===== src/rtl/ns_time_counter.sv =====
module ns_time_counter #(
  parameter int NS_W    = 40,
  parameter int DATA_W  = 32,
  parameter int ADDR_W  = 3,
  parameter int STEP_NS = 8
) (
  input  logic              clk,
  input  logic              rst_n,
  input  logic [ADDR_W-1:0] reg_addr,
  input  logic              reg_wr,
  input  logic [DATA_W-1:0] reg_wdata,
  input  logic              reg_rd,
  output logic [DATA_W-1:0] reg_rdata,
  output logic              halt_o,
  output logic [NS_W-1:0]   time_ns
);
  localparam int HI_W  = NS_W - DATA_W;
  localparam int MAG_W = DATA_W - 1;
  localparam logic [ADDR_W-1:0] A_RES  = ADDR_W'(0);
  localparam logic [ADDR_W-1:0] A_LO   = ADDR_W'(1);
  localparam logic [ADDR_W-1:0] A_HI   = ADDR_W'(2);
  localparam logic [ADDR_W-1:0] A_TRIM = ADDR_W'(3);
  localparam logic [ADDR_W-1:0] A_AUX  = ADDR_W'(4);

  logic [NS_W-1:0]   ns_q, snap_q, step;
  logic [DATA_W-1:0] frac_q, trim_q, lo_stage_q;
  logic              halt_q;
  logic [DATA_W:0]   frac_sum;

  wire load     = reg_wr && (reg_addr == A_HI);
  wire trim_neg = trim_q[DATA_W-1];

  assign frac_sum = {1'b0, frac_q} + {2'b00, trim_q[MAG_W-1:0]};

  always_comb begin
    step = NS_W'(STEP_NS);
    if (frac_sum[DATA_W])
      step = trim_neg ? step - NS_W'(1) : step + NS_W'(1);
  end

  always_ff @(posedge clk) begin
    if (!rst_n) begin
      ns_q   <= '0;
      frac_q <= '0;
    end else if (load) begin
      ns_q   <= {reg_wdata[HI_W-1:0], lo_stage_q};
      frac_q <= '0;
    end else if (!halt_q) begin
      ns_q   <= ns_q + step;
      frac_q <= frac_sum[DATA_W-1:0];
    end
  end

  always_ff @(posedge clk) begin
    if (!rst_n) begin
      lo_stage_q <= '0;
      trim_q     <= '0;
      halt_q     <= 1'b1;
    end else if (reg_wr) begin
      if (reg_addr == A_LO)   lo_stage_q <= reg_wdata;
      if (reg_addr == A_TRIM) trim_q     <= reg_wdata;
      if (reg_addr == A_AUX)  halt_q     <= reg_wdata[DATA_W-1];
    end
  end

  always_ff @(posedge clk) begin
    if (!rst_n) begin
      snap_q    <= '0;
      reg_rdata <= '0;
    end else if (reg_rd) begin
      case (reg_addr)
        A_RES: begin
          reg_rdata <= frac_q;
          snap_q    <= ns_q;
        end
        A_LO:    reg_rdata <= snap_q[DATA_W-1:0];
        A_HI:    reg_rdata <= {{(DATA_W-HI_W){1'b0}}, snap_q[NS_W-1:DATA_W]};
        A_TRIM:  reg_rdata <= trim_q;
        A_AUX:   reg_rdata <= {halt_q, {(DATA_W-1){1'b0}}};
        default: reg_rdata <= '0;
      endcase
    end
  end

  assign halt_o  = halt_q;
  assign time_ns = ns_q;
endmodule



===== config.mk =====
export PLATFORM = sky130hd
export DESIGN_NAME = ns_time_counter
export DESIGN_NICKNAME = d
export VERILOG_FILES = /design/src/rtl/ns_time_counter.sv
export SDC_FILE = /design/constraint.sdc
export NUM_CORES = 1
export LEC_CHECK = 0
export ABC_AREA = 1
export BUFFER_PORTS_ARGS = -buffer_cell sky130_fd_sc_hd__buf_4
export CORE_MARGIN = 3
export CORE_UTILIZATION = 64
export DETAILED_ROUTE_END_ITERATION = 12
export PLACE_DENSITY = 0.91
export SLEW_MARGIN = 25
export SYNTH_ARGS = -nofsm -noshare
export SYNTH_HDL_FRONTEND = slang
export SYNTH_SLANG_ARGS = --single-unit

===== constraint.sdc =====
create_clock -name clk -period 6.6 [get_ports clk]
set_input_delay 1.32 -clock clk [delete_from_list [all_inputs] [get_ports clk]]
set_output_delay 1.32 -clock clk [all_outputs]
set_load 0.01 [all_outputs]

==> flow_summary.toml, run 1 <==
[worst_setup_path]
max_stage_delay_ps = 1010
r2r_cells = 22
critPathLaunchType = "primary input"
r2r-end = "time_ns[38]$_SDFFE_PN0P_"
crit_fanout = 32
end_kind = "register"
reg2reg_from = "frac_q[0]$_SDFFE_PP0N_"
worstPathCellList = "buf_4 > inv_1 > nor2_1 > nand2_1 > nor2_1 > nor2_1 > clkinv_1 > o22ai_1 > inv_1 > a21oi_1"
crit_path_top_delay_cell = "clkinv_1"
timing.critical_path.mode_cell = "nor2_1"
arrival_ps = 4150
required_ps = 7030
rrSetupSlack_ps = 3050
criticalPathCategory = "primary input to register"

[logic_synthesis]
synth_top_area_cell = "dfxtp_1"
synth_flop_cell = "dfxtp_1"
ys_ff_latch = 209
syn-num-nets = 1723
synth_area_leaders = "dfxtp_1, nand2_1, a21oi_1"
netlist_area_um2 = 11180
ys_async_sr_fraction_pct = 0
syn_avg_cell_area_um2 = 6.783
synthCells = 1649
synth.distinct_cells = 44
seq_area_frac_synth_pct = 37.41
yosysWarnings = 0
synth-edff-count = 0
synth_top_area_share_pct = 37.41

[clock_tree]
cts-root-buf = "clkbuf_16"
holdBufCountCts = 0
cts_tree = "done"
clk_pin_slew_worst_paths_ps = 60
ctsResizeCount = 0
post_cts_buffers = 0
cts.path.max_buffers = 3
htreeDepth = 1
clock-sinks = 209
cts_made_buffers = 22
clkLatencyLatePin_ps = 510

[timing]
hold_viol_final = 0
rsz0062_at_grt = "false"
tightest_slew_ps = 1078
min_period_ps = 3721
skew_ps = 10.53
setup_viol = 0
final_max_slew_viol_count = 0
maxSlewHeadroom_pct = 28.16
tns_ps = 0
whs_ps = 456.8
clock.fmax_ghz = 0.2688
setup_slack_ps = 2879
fin_crit_sh_pct = 56.38

[placement]
gp_congestion = 1.027
hpwl_um = 25280
place_ws_ps = 2696
port_buffers = 111

[global_route]
grt_pass1_wl_um = 56930
overflow = 0
grtUsageTotal_pct = 36.06
grt_max_degree = 92
grt_pass1_vias = 10836
antenna_found_initial = 0

[detailed_routing]
routed_wl_um = 35830
wire_per_inst_um = 18.38
dr.first_iter.drc_count = 1628
drc = 0
via_per_inst = 6.057
ant_nets = 0
drtPass1Iterations = 5
dr_total_vias = 11805

[cells_and_area]
multi_input_area_um2 = 5748
fillCellCount = 1313
diodes = 0
drive_above_1_share_pct = 10.93
finalNetCount = 1790
syn2layout_area_growth_pct = 14.44
seqCellArea_um2 = 4184
fin_util_pct = 76.10

[min_path]
whs_endpoint = "snap_q[19]$_SDFFE_PN0P_"
hold_class = "register to register"
worstHoldStart = "snap_q[19]$_SDFFE_PN0P_"
hold_path_depth = 2

[floorplanning]
num_rows = 47
start_util_pct = 66.50
dieArea_um2 = 19100
die_h_um = 138.2
coreArea_um2 = 16820
pin_count = 112
die-width_um = 138.2

[power]
p_total_uw = 2794
powerDensity_nw_per_um2 = 218.3
peakVddDrop_mv = 0.1769
power.leakage_uw = 0.005330

[status]
outcome = "finished clean"

[flow_run]
maxCapViolations = 0
## report_power, final
part	switching (uW)	internal (uW)	total, uW
Combinational	149	67.7	217
Sequential	21.6	1290	1320
Clock	516	746	1260
Total	687	2110	2790
## Yosys cell counts, types with 11 or more instances
library cell / instances
a21oi_1: 219
inv_1: 256
dfxtp_1: 209
nand2_1: 320
xor2_1: 26
clkbuf_1: 70
o211ai_1: 18
o21ai_0: 138
o221ai_1: 12
nand3_1: 68
nor2_1: 102
nand2_2: 11
o22ai_1: 43
nor3_1: 30
nand4_1: 16
ha_1: 34
## stage by stage
stage	cells	area [um^2]
after CTS	1949	12800
after floorplan	1649	11180
after global placement	1912	12070
after global routing	1949	12800
final	1949	12800
after detailed placement	1912	12080
## metal layers
layer	GRT usage, %	routed length, um
met5	0	0
met4	12.95	1370
met3	6.043	4072
met2	58.04	16270
met1	49.22	14110
## state kept, by name (all words and copies together) (netlist names)
| register | cells |
|---|---|
| snap_q | 40 |
| reg_rdata | 32 |
| lo_stage_q | 32 |
| trim_q | 32 |
| halt_o | 1 |
| time_ns | 40 |
| frac_q | 32 |
## cells in the final DEF, fill, tap and decap left out, drive strengths merged, types with 34 or more instances in the layout
cell type,instances
nand3,71
dfxtp,209
inv,257
nand2,335
buf,119
nor2,106
a21oi,222
o21ai,141
o22ai,43
ha,34
## kinds of logic (layout without fill, tap and decap cells)
logic type | after synthesis | in the layout | synth area share, %
compound gates | 460 | 460 | 22.51
xor+xnor | 36 | 36 | 2.819
fa+ha+maj | 35 | 35 | 3.983
buf+inv | 336 | 416 | 11.29
flops | 209 | 209 | 37.41
simple gates | 573 | 573 | 21.99
## worst max path at each step
stage / slack, ps / end / startpoint / cells past startpoint
2_1_floorplan: 3730 / time_ns[22]$_SDFFE_PN0P_ / frac_q[0]$_SDFFE_PP0N_ / 22
3_3_place_gp: 2450 / lo_stage_q[19]$_SDFFE_PN0P_ / reg_addr[0] / 8
3_5_place_dp: 2700 / lo_stage_q[30]$_SDFFE_PN0P_ / reg_addr[2] / 7
4_1_cts: 3080 / time_ns[14]$_SDFFE_PN0P_ / frac_q[0]$_SDFFE_PP0N_ / 22
5_1_grt: 2730 / time_ns[37]$_SDFFE_PN0P_ / reg_addr[1] / 10
6_report: 2880 / time_ns[7]$_SDFFE_PN0P_ / reg_addr[1] / 10
## worst max-delay path: cells and delay by family
family | cells | cell delay, ps
buffers and inverters | 4 | 1260
and+or+nand+nor | 4 | 920
AOI/OAI and AO/OA | 2 | 640
## area by class of cell
type / instances / area share [%]
tap: 220 / 2.151
clock buffer: 30 / 4.936
multi-input combinational: 1104 / 44.91
timing repair buffer: 119 / 6.979
sequential: 209 / 32.69
inverter: 260 / 7.625
clock inverter: 7 / 0.7136
No activity file was read; power rests on OpenSTA's default activity.
==> inputs of run 2 (changes only) <==
- CORE_UTILIZATION: 64 -> 60
- PLACE_DENSITY: 0.91 -> 0.87
- clock period: 6.6 -> 3.7 ns (I/O delays scaled with it)
==> run 2 against run 1 <==
Combinational power grew 83%. Critical path depth grew 13. First-iteration DRC count shrank 11%. Worst setup slack lost 2600 ps. Critical endpoint is now time_ns[26]$_SDFFE_PN0P_. Via count grew 0.14%. Cell count grew 1.1%. Register-to-register slack lost 2700 ps. Sequential share of layout area shrank 0.31 points. Design area grew 0.95%. Non-clock buffer count grew 10.
==> flow_summary.toml, run 2 (synthesized netlist as in run 1, its figures left out) <==
[detailed_routing]
routed_wl_um = 36810
drc = 0
dr_total_vias = 11821
via_per_inst = 6.001
drtPass1Iterations = 6
ant_nets = 0
dr.first_iter.drc_count = 1454
wire_per_inst_um = 18.68

[clock_tree]
clk_pin_slew_worst_paths_ps = 60
cts.path.max_buffers = 3
post_cts_buffers = 0
cts_made_buffers = 23
ctsResizeCount = 0
holdBufCountCts = 0
clock-sinks = 209
cts-root-buf = "clkbuf_16"
htreeDepth = 1
clkLatencyLatePin_ps = 510
cts_tree = "done"

[timing]
clock.fmax_ghz = 0.2959
tns_ps = 0
tightest_slew_ps = 1091
skew_ps = 11.12
rsz0062_at_grt = "false"
min_period_ps = 3380
final_max_slew_viol_count = 0
hold_viol_final = 0
setup_viol = 0
maxSlewHeadroom_pct = 27.29
fin_crit_sh_pct = 91.35

[min_path]
hold_path_depth = 2
hold_class = "register to register"
whs_endpoint = "lo_stage_q[9]$_SDFFE_PN0P_"
worstHoldStart = "lo_stage_q[9]$_SDFFE_PN0P_"

[cells_and_area]
finalNetCount = 1801
fillCellCount = 1519
layout_common_cells = "nand2_1, inv_1, a21oi_1"
stdcell_area_um2 = 12920
layout_commonest_cell = "nand2_1"
diodes = 0
multi_input_area_um2 = 5743
syn2layout_area_growth_pct = 15.53
seqCellArea_um2 = 4184
stdcell_count = 1970
drive_above_1_share_pct = 11.49

[worst_setup_path]
critPathLaunchType = "register"
criticalPathCategory = "register to register"
crit_fanout = 10
r2r-end = "time_ns[26]$_SDFFE_PN0P_"
required_ps = 4050
r2r_cells = 23
reg2reg_from = "frac_q[0]$_SDFFE_PP0N_"
arrival_ps = 3730
end_kind = "register"
rrSetupSlack_ps = 320

[floorplanning]
start_util_pct = 61.63
pin_count = 112
die-width_um = 142.5
dieArea_um2 = 20310
die_h_um = 142.5
coreArea_um2 = 18150
num_rows = 49

[placement]
gp_congestion = 1.009
dp_cells = 1931
port_buffers = 111
placed_area_um2 = 12160
hpwl_um = 26310

[global_route]
grt_pass1_wl_um = 57240
grt_pass1_vias = 10758
grtUsageTotal_pct = 35.26
overflow = 0
antenna_found_initial = 1
grt_max_degree = 92

[power]
p_total_uw = 5097
peakVddDrop_mv = 0.3738
powerDensity_nw_per_um2 = 394.5
power.leakage_uw = 0.005399

[flow_run]
maxCapViolations = 0

[status]
outcome = "finished clean"
run 2: cell types whose count changed in the layout (fill, tap and decap cells not counted), sizes merged:
cell	previous run	this run
bufinv	2	3
clkbuf	30	31
inv	257	259
buf	119	129
clkinv	7	5
run 2: worst max path at each step:
stage | start | slack, ps | end | cells after the start
after floorplan | frac_q[0]$_SDFFE_PP0N_ | 830 | time_ns[22]$_SDFFE_PN0P_ | 22
after global placement | frac_q[0]$_SDFFE_PP0N_ | 480 | time_ns[22]$_SDFFE_PN0P_ | 22
after detailed placement | frac_q[0]$_SDFFE_PP0N_ | 380 | time_ns[26]$_SDFFE_PN0P_ | 23
after CTS | frac_q[0]$_SDFFE_PP0N_ | 350 | time_ns[26]$_SDFFE_PN0P_ | 23
final | frac_q[0]$_SDFFE_PP0N_ | 320 | time_ns[26]$_SDFFE_PN0P_ | 23
after global routing | frac_q[0]$_SDFFE_PP0N_ | 7 | time_ns[30]$_SDFFE_PN0P_ | 23
run 2: critical path: stages, from the launching register on:
cell,delay [ps]
dfxtp_1,320
ha_1,230
fa_1,410
nand3_1,100
nand3_2,90
nand2_1,90
nand2_2,90
nand2_1,90
nand2_2,110
nand2_2,100
nand2_4,80
nand3_1,130
nand2_1,100
inv_1,70
ha_1,140
inv_1,40
nand2_1,110
inv_1,100
o21ai_4,370
nand3_1,120
nand2_1,90
nand2_1,50
a21oi_1,130
nor2_1,50
run 2: cell type report:
class | count | share of cell area (%)
Multi-Input combinational cell | 1104 | 44.45
Sequential cell | 209 | 32.38
Inverter | 260 | 7.553
Timing Repair Buffer | 129 | 7.495
Clock buffer | 31 | 4.997
Tap cell | 229 | 2.217
Clock inverter | 8 | 0.9102
run 2: metal layers:
metal | global-route usage [%] | share of wire, %
met1 | 48.86 | 41
met2 | 55.96 | 45
met3 | 6.687 | 10
met4 | 10.86 | 3.3
met5 | 0 | 0.054
run 2: report_power, final:
part           switching [uW]  internal, uW
clock network             931          1420
registers                36.3          2310
logic                     273           125
run 2: through the flow:
step	utilization, %	hold slack [ps]	setup slack, ps
6_report	71.20	459.2	320.0
3_3_place_gp	67.00	439.0	483.9
2_1_floorplan	-	424.5	826.9
5_1_grt	71.20	475.8	6.951
3_5_place_dp	67.00	449.3	384.3
4_1_cts	71.20	458.7	351.3
